`config.mk`:
```
export PLATFORM = sky130hd
export DESIGN_NAME = desc_ring_writer
export DESIGN_NICKNAME = d
export VERILOG_FILES = /design/src/rtl/desc_ring_writer.sv
export SDC_FILE = /design/constraint.sdc
export NUM_CORES = 1
export LEC_CHECK = 0
export ABC_AREA = 1
export ABC_CLOCK_PERIOD_IN_PS = 4900
export BUFFER_PORTS_ARGS = -buffer_cell sky130_fd_sc_hd__buf_2
export CAP_MARGIN = 40
export CORE_MARGIN = 4
export CORE_UTILIZATION = 53
export DETAILED_ROUTE_END_ITERATION = 12
export PLACE_DENSITY = 0.86
export SLEW_MARGIN = 20
export SYNTH_ARGS = -nofsm -noshare
export SYNTH_HDL_FRONTEND = slang
export SYNTH_SLANG_ARGS = --single-unit
export TNS_END_PERCENT = 100
```
`constraint.sdc`:
```
create_clock -name clk -period 4.9 [get_ports clk]
set_input_delay 0.49 -clock clk [delete_from_list [all_inputs] [get_ports clk]]
set_output_delay 0.49 -clock clk [all_outputs]
set_load 0.005 [all_outputs]
```
`src/rtl/desc_ring_writer.sv`:
```
module desc_ring_writer #(
  parameter int DEPTH   = 256,
  parameter int MAX_SEG = 15,
  localparam int IW = $clog2(DEPTH),
  localparam int NW = $clog2(MAX_SEG + 2)
) (
  input  logic          clk,
  input  logic          rst_n,
  input  logic          req_valid,
  output logic          req_ready,
  input  logic [47:0]   req_addr,
  input  logic [10:0]   req_dw,
  input  logic          req_last,
  input  logic [NW-1:0] req_ndesc,
  input  logic          req_large,
  input  logic          req_hwb,
  input  logic          req_intr,
  input  logic [15:0]   rm_cnt,
  output logic          dsc_we,
  output logic [IW-1:0] dsc_idx,
  output logic [127:0]  dsc_data,
  output logic [IW-1:0] tail_out,
  output logic [15:0]   added_out,
  output logic          done_valid,
  output logic          done_reject,
  output logic [IW-1:0] done_start,
  output logic [IW-1:0] done_next
);

  logic [IW-1:0] wptr, tail_q, start_q, ds_q, dn_q, nxt;
  logic [1:0]    gen_q;
  logic [15:0]   added_q, inflight, free_cnt;
  logic [10:0]   offs_q, off_x;
  logic [NW-1:0] nd_q, nd_x;
  logic          busy_q, drop_q, large_q, hwb_q, intr_q;
  logic          dv_q, rej_q;
  logic          take, hdr, refuse, skip, wrap, large_x, hwb_x, intr_x;
  logic [1:0]    addr_lo_unused;

  assign addr_lo_unused = req_addr[1:0];

  assign req_ready = ~dv_q;
  assign take      = req_valid & req_ready;
  assign hdr       = ~busy_q;

  assign inflight = added_q - rm_cnt;
  assign free_cnt = 16'(DEPTH - 1) - inflight;
  assign refuse   = hdr & (16'(req_ndesc) > free_cnt);
  assign skip     = hdr ? refuse : drop_q;

  assign wrap = (wptr == IW'(DEPTH - 1));
  assign nxt  = wrap ? '0 : wptr + 1'b1;

  assign large_x = hdr ? req_large : large_q;
  assign hwb_x   = hdr ? req_hwb   : hwb_q;
  assign intr_x  = hdr ? req_intr  : intr_q;
  assign off_x   = hdr ? 11'd0     : offs_q;
  assign nd_x    = hdr ? req_ndesc : nd_q;

  assign dsc_we   = take & ~skip;
  assign dsc_idx  = wptr;
  assign dsc_data = {48'd0, req_addr[47:32],
                     req_addr[31:2], 2'b00, gen_q, 3'b000, req_dw,
                     req_last & intr_x, large_x, req_last & hwb_x,
                     hdr, req_last, off_x};

  assign tail_out    = tail_q;
  assign added_out   = added_q;
  assign done_valid  = dv_q;
  assign done_reject = rej_q;
  assign done_start  = ds_q;
  assign done_next   = dn_q;

  always_ff @(posedge clk or negedge rst_n) begin
    if (!rst_n) begin
      wptr <= '0; tail_q <= '0; start_q <= '0; ds_q <= '0; dn_q <= '0;
      gen_q <= '0; added_q <= '0; offs_q <= '0; nd_q <= '0;
      busy_q <= 1'b0; drop_q <= 1'b0; large_q <= 1'b0; hwb_q <= 1'b0;
      intr_q <= 1'b0; dv_q <= 1'b0; rej_q <= 1'b0;
    end else begin
      dv_q <= take & req_last;
      if (take) begin
        if (hdr) begin
          start_q <= wptr;
          nd_q    <= req_ndesc;
          drop_q  <= refuse;
          large_q <= req_large;
          hwb_q   <= req_hwb;
          intr_q  <= req_intr;
          busy_q  <= ~req_last;
        end else if (req_last) begin
          busy_q <= 1'b0;
        end
        if (dsc_we) begin
          wptr   <= nxt;
          offs_q <= off_x + req_dw;
          if (wrap) gen_q <= gen_q + 2'd1;
        end
        if (req_last) begin
          rej_q <= skip;
          ds_q  <= hdr ? wptr : start_q;
          dn_q  <= dsc_we ? nxt : wptr;
          if (!skip) begin
            tail_q  <= nxt;
            added_q <= added_q + 16'(nd_x);
          end
        end
      end
    end
  end

endmodule

```
==> impl_metrics.json <==
{
  "outcome": "finished, final reports clean",
  "grt_pass1_wl_mm": 23.3,
  "synth_edf_count": 0,
  "syn_to_final_growth_pct": 5.88,
  "wl_met1_mm": 6.12,
  "vdd_drop_max_uv": 247,
  "cts_tree": "built",
  "initial_core_util_pct": 54.0,
  "track_usage_pct": 20.1,
  "clkSinkCount": 81,
  "clk_latency_ps": 340,
  "drive_gt1_share_pct": 17.8,
  "slew_violations": 0,
  "chipWidth_um": 119,
  "grt_remaining_overflow": 0,
  "htreeDepth": 3,
  "startpoint_type": "flop",
  "die_height_um": 119,
  "r2r_slack_ps": 1410,
  "core_area_sq_um": 12000,
  "vias": 5426,
  "io_buffers": 119,
  "yosysSeqAreaShare_pct": 31.2,
  "final_antenna_net_count": 0,
  "yosysUniqueCellTypes": 42,
  "cts_root_buffer": "clkbuf_16",
  "routed_wl_mm": 14.1,
  "hold_slack_ps": 89.2,
  "power.density_nw_per_um2": 542,
  "synthFlopType": "dfrtp_1",
  "dp_slack_ps": 1050,
  "setup-tns-final_ps": 0,
  "avgSynthCellArea_sq_um": 7.39,
  "diodes": 0,
  "synth_top_cell_by_area": "dfrtp_1",
  "wl_met2_mm": 6.59,
  "cp.required_ps": 4410,
  "grt_max_degree": 50,
  "setup_violations": 0,
  "gp_congestion": 0.985,
  "crit_type": "flop to output pin",
  "synth_area_sq_um": 6490,
  "max_freq_mhz": 244,
  "drc": 0,
  "met3_wirelength_um": 974,
  "crit_path_max_incr_delay_ps": 410,
  "crit_arrival_ps": 3600,
  "drtIter0Drc": 349,
  "path_clk_slew_ps": 60,
  "ios": 267,
  "rsz0062_at_grt": "no",
  "row_count": 40,
  "crit_slowest_cell": "fa_1",
  "synthCells": 878,
  "synth_warnings": 0,
  "dr.max_layer_used": "met4",
  "ys_top_cells_by_area": "dfrtp_1 (31%), nand2_1 (15%), buf_4 (13%)",
  "final_cell_mix": "nand2_1 (257), buf_2 (118), inv_1 (107), dfrtp_1 (81), conb_1 (53)",
  "clk_path_buf_depth": 2,
  "setup_ws_ps": 808,
  "first_pass_iters": 5,
  "cts_resized": 0,
  "ys_seq_elements": 81,
  "final_common_cell": "nand2_1",
  "tightestPinTransition_ps": 517,
  "finalHoldViolCount": 0,
  "nNetsFinal": 1074,
  "p_leak_nw": 3.89,
  "cts_buffers": 9,
  "slew_headroom_pct": 65.2,
  "timing.final.crit_share_pct": 83.5,
  "post_cts_buffers": 0,
  "path_cells": "inv_1 -> ha_1 -> ha_1 -> fa_1 -> xnor2_1 -> ha_1 -> nand2_1 -> inv_1 -> nand2_1 -> nand2_1 -> nand2_1 -> nand2_1 -> nand2_1 -> nor2_1 -> nand3_2 -> nor2_4 -> nand2_8 -> nand3_4 -> inv_1 -> buf_2",
  "fill_cells": 1114,
  "skew_ps": 6.64,
  "wire_per_inst_um": 13.0,
  "vias_per_cell": 5.00,
  "async_reset_ff_share_pct": 100,
  "final_util_pct": 57.2,
  "cp-end-kind": "output pin",
  "cap_violations": 0,
  "crit_fanout": 33,
  "antenna_found_initial": 0,
  "yosysTopAreaCellShare_pct": 31.2,
  "crit_top_cell": "nand2_1",
  "cts_hold_buf": 0,
  "place_hpwl_mm": 11.1,
  "grt_pass1_vias": 5095,
  "hp-class": "input port to async pin",
  "dieArea_sq_um": 14100,
  "timing.final.crit_period_ps": 4090,
  "finalPower_mw": 3.72
}
## Yosys cell counts, types with 2 or more instances
cell type,instances
nand2_1,257
buf_4,115
inv_1,107
dfrtp_1,81
o21ai_0,51
ha_1,50
nand3_1,37
nor2_1,36
a21oi_1,23
xor2_1,19
nand4_1,11
and2_1,9
clkbuf_1,9
nor3_1,9
xnor2_1,7
o21ai_1,6
o21ai_2,6
inv_2,5
nand2_2,4
buf_6,3
fa_1,3
a21oi_2,2
buf_1,2
mux2i_1,2
nand3_2,2
nand3_4,2
nand3b_1,2
nor2_4,2
o2111ai_1,2
o31ai_1,2
## sequential cells by signal, indices dropped and copies added, names as in the netlist
name	count
start_q	8
nd_q	5
hwb_q	1
done_start	8
done_next	8
gen_q	2
tail_out	8
busy_q	1
done_valid	1
drop_q	1
intr_q	1
done_reject	1
dsc_idx	8
large_q	1
added_out	16
offs_q	11
## through the flow
step | instance area (sq um) | cells
floorplan | 6690 | 930
global placement | 6550 | 1069
detailed placement | 6580 | 1070
CTS | 6870 | 1085
global route | 6870 | 1085
finish | 6870 | 1085
## path summary, 6_finish.rpt
check,end,startpoint,depth (start not counted)
min in group clk,intr_q$_DFFE_PN0P_,req_intr,3
worst min-delay path,done_start[2]$_DFFE_PN0P_,rst_n,1
worst max-delay path,dsc_we,added_out[1]$_DFFE_PN0P_,20
max in group asynchronous,tail_out[4]$_DFFE_PN0P_,rst_n,2
worst max register to register,added_out[7]$_DFFE_PN0P_,added_out[1]$_DFFE_PN0P_,20
worst min register to register,done_start[1]$_DFFE_PN0P_,done_start[1]$_DFFE_PN0P_,2
## cells by family (layout without fill, tap and decap cells)
| group | after synthesis | in the layout | share of synthesized area, % |
|---|---|---|---|
| AOI/OAI and AO/OA | 96 | 96 | 8.29 |
| xor gates and xnor gates | 26 | 26 | 3.51 |
| adders and majority gates | 53 | 53 | 10.6 |
| buffers and inverters | 245 | 253 | 21.2 |
| DFF | 81 | 81 | 31.2 |
| muxes | 2 | 2 | 0.308 |
| other | 1 | 53 | 0.0578 |
| and+or+nand+nor | 374 | 374 | 24.8 |
## power breakdown
group          total (mW)  internal (mW)  switching [mW]
logic                1.95          0.779            1.18
registers            1.10          0.914           0.188
clock network       0.665          0.393           0.272
## cell type report
type	instances	area (sq um)	share of cell area, %
clock buffers	9	225	3.28
repair buffers	124	656	9.54
multi-input cells	604	3280	47.7
clock inverters	6	70.1	1.02
well taps	147	184	2.68
flip-flops and latches	81	2030	29.5
inverters	114	430	6.26
## layer usage
| layer | global-route usage, % | vias to the layer above |
|---|---|---|
| met4 | 8.40 | 0 |
| met2 | 32.6 | 208 |
| li1 | - | 2712 |
| met3 | 4.64 | 35 |
| met1 | 25.6 | 2471 |
| met5 | 0 | - |
## worst max-delay path: cells and delay by family, from the launching register on
kind / cells / cell delay, ps
adders and majority gates: 4 / 1210
DFF: 1 / 400
and+or+nand+nor: 11 / 1030
buffers and inverters: 4 / 450
xor gates and xnor gates: 1 / 150
Note: power is estimated with default switching activity, not from simulation.
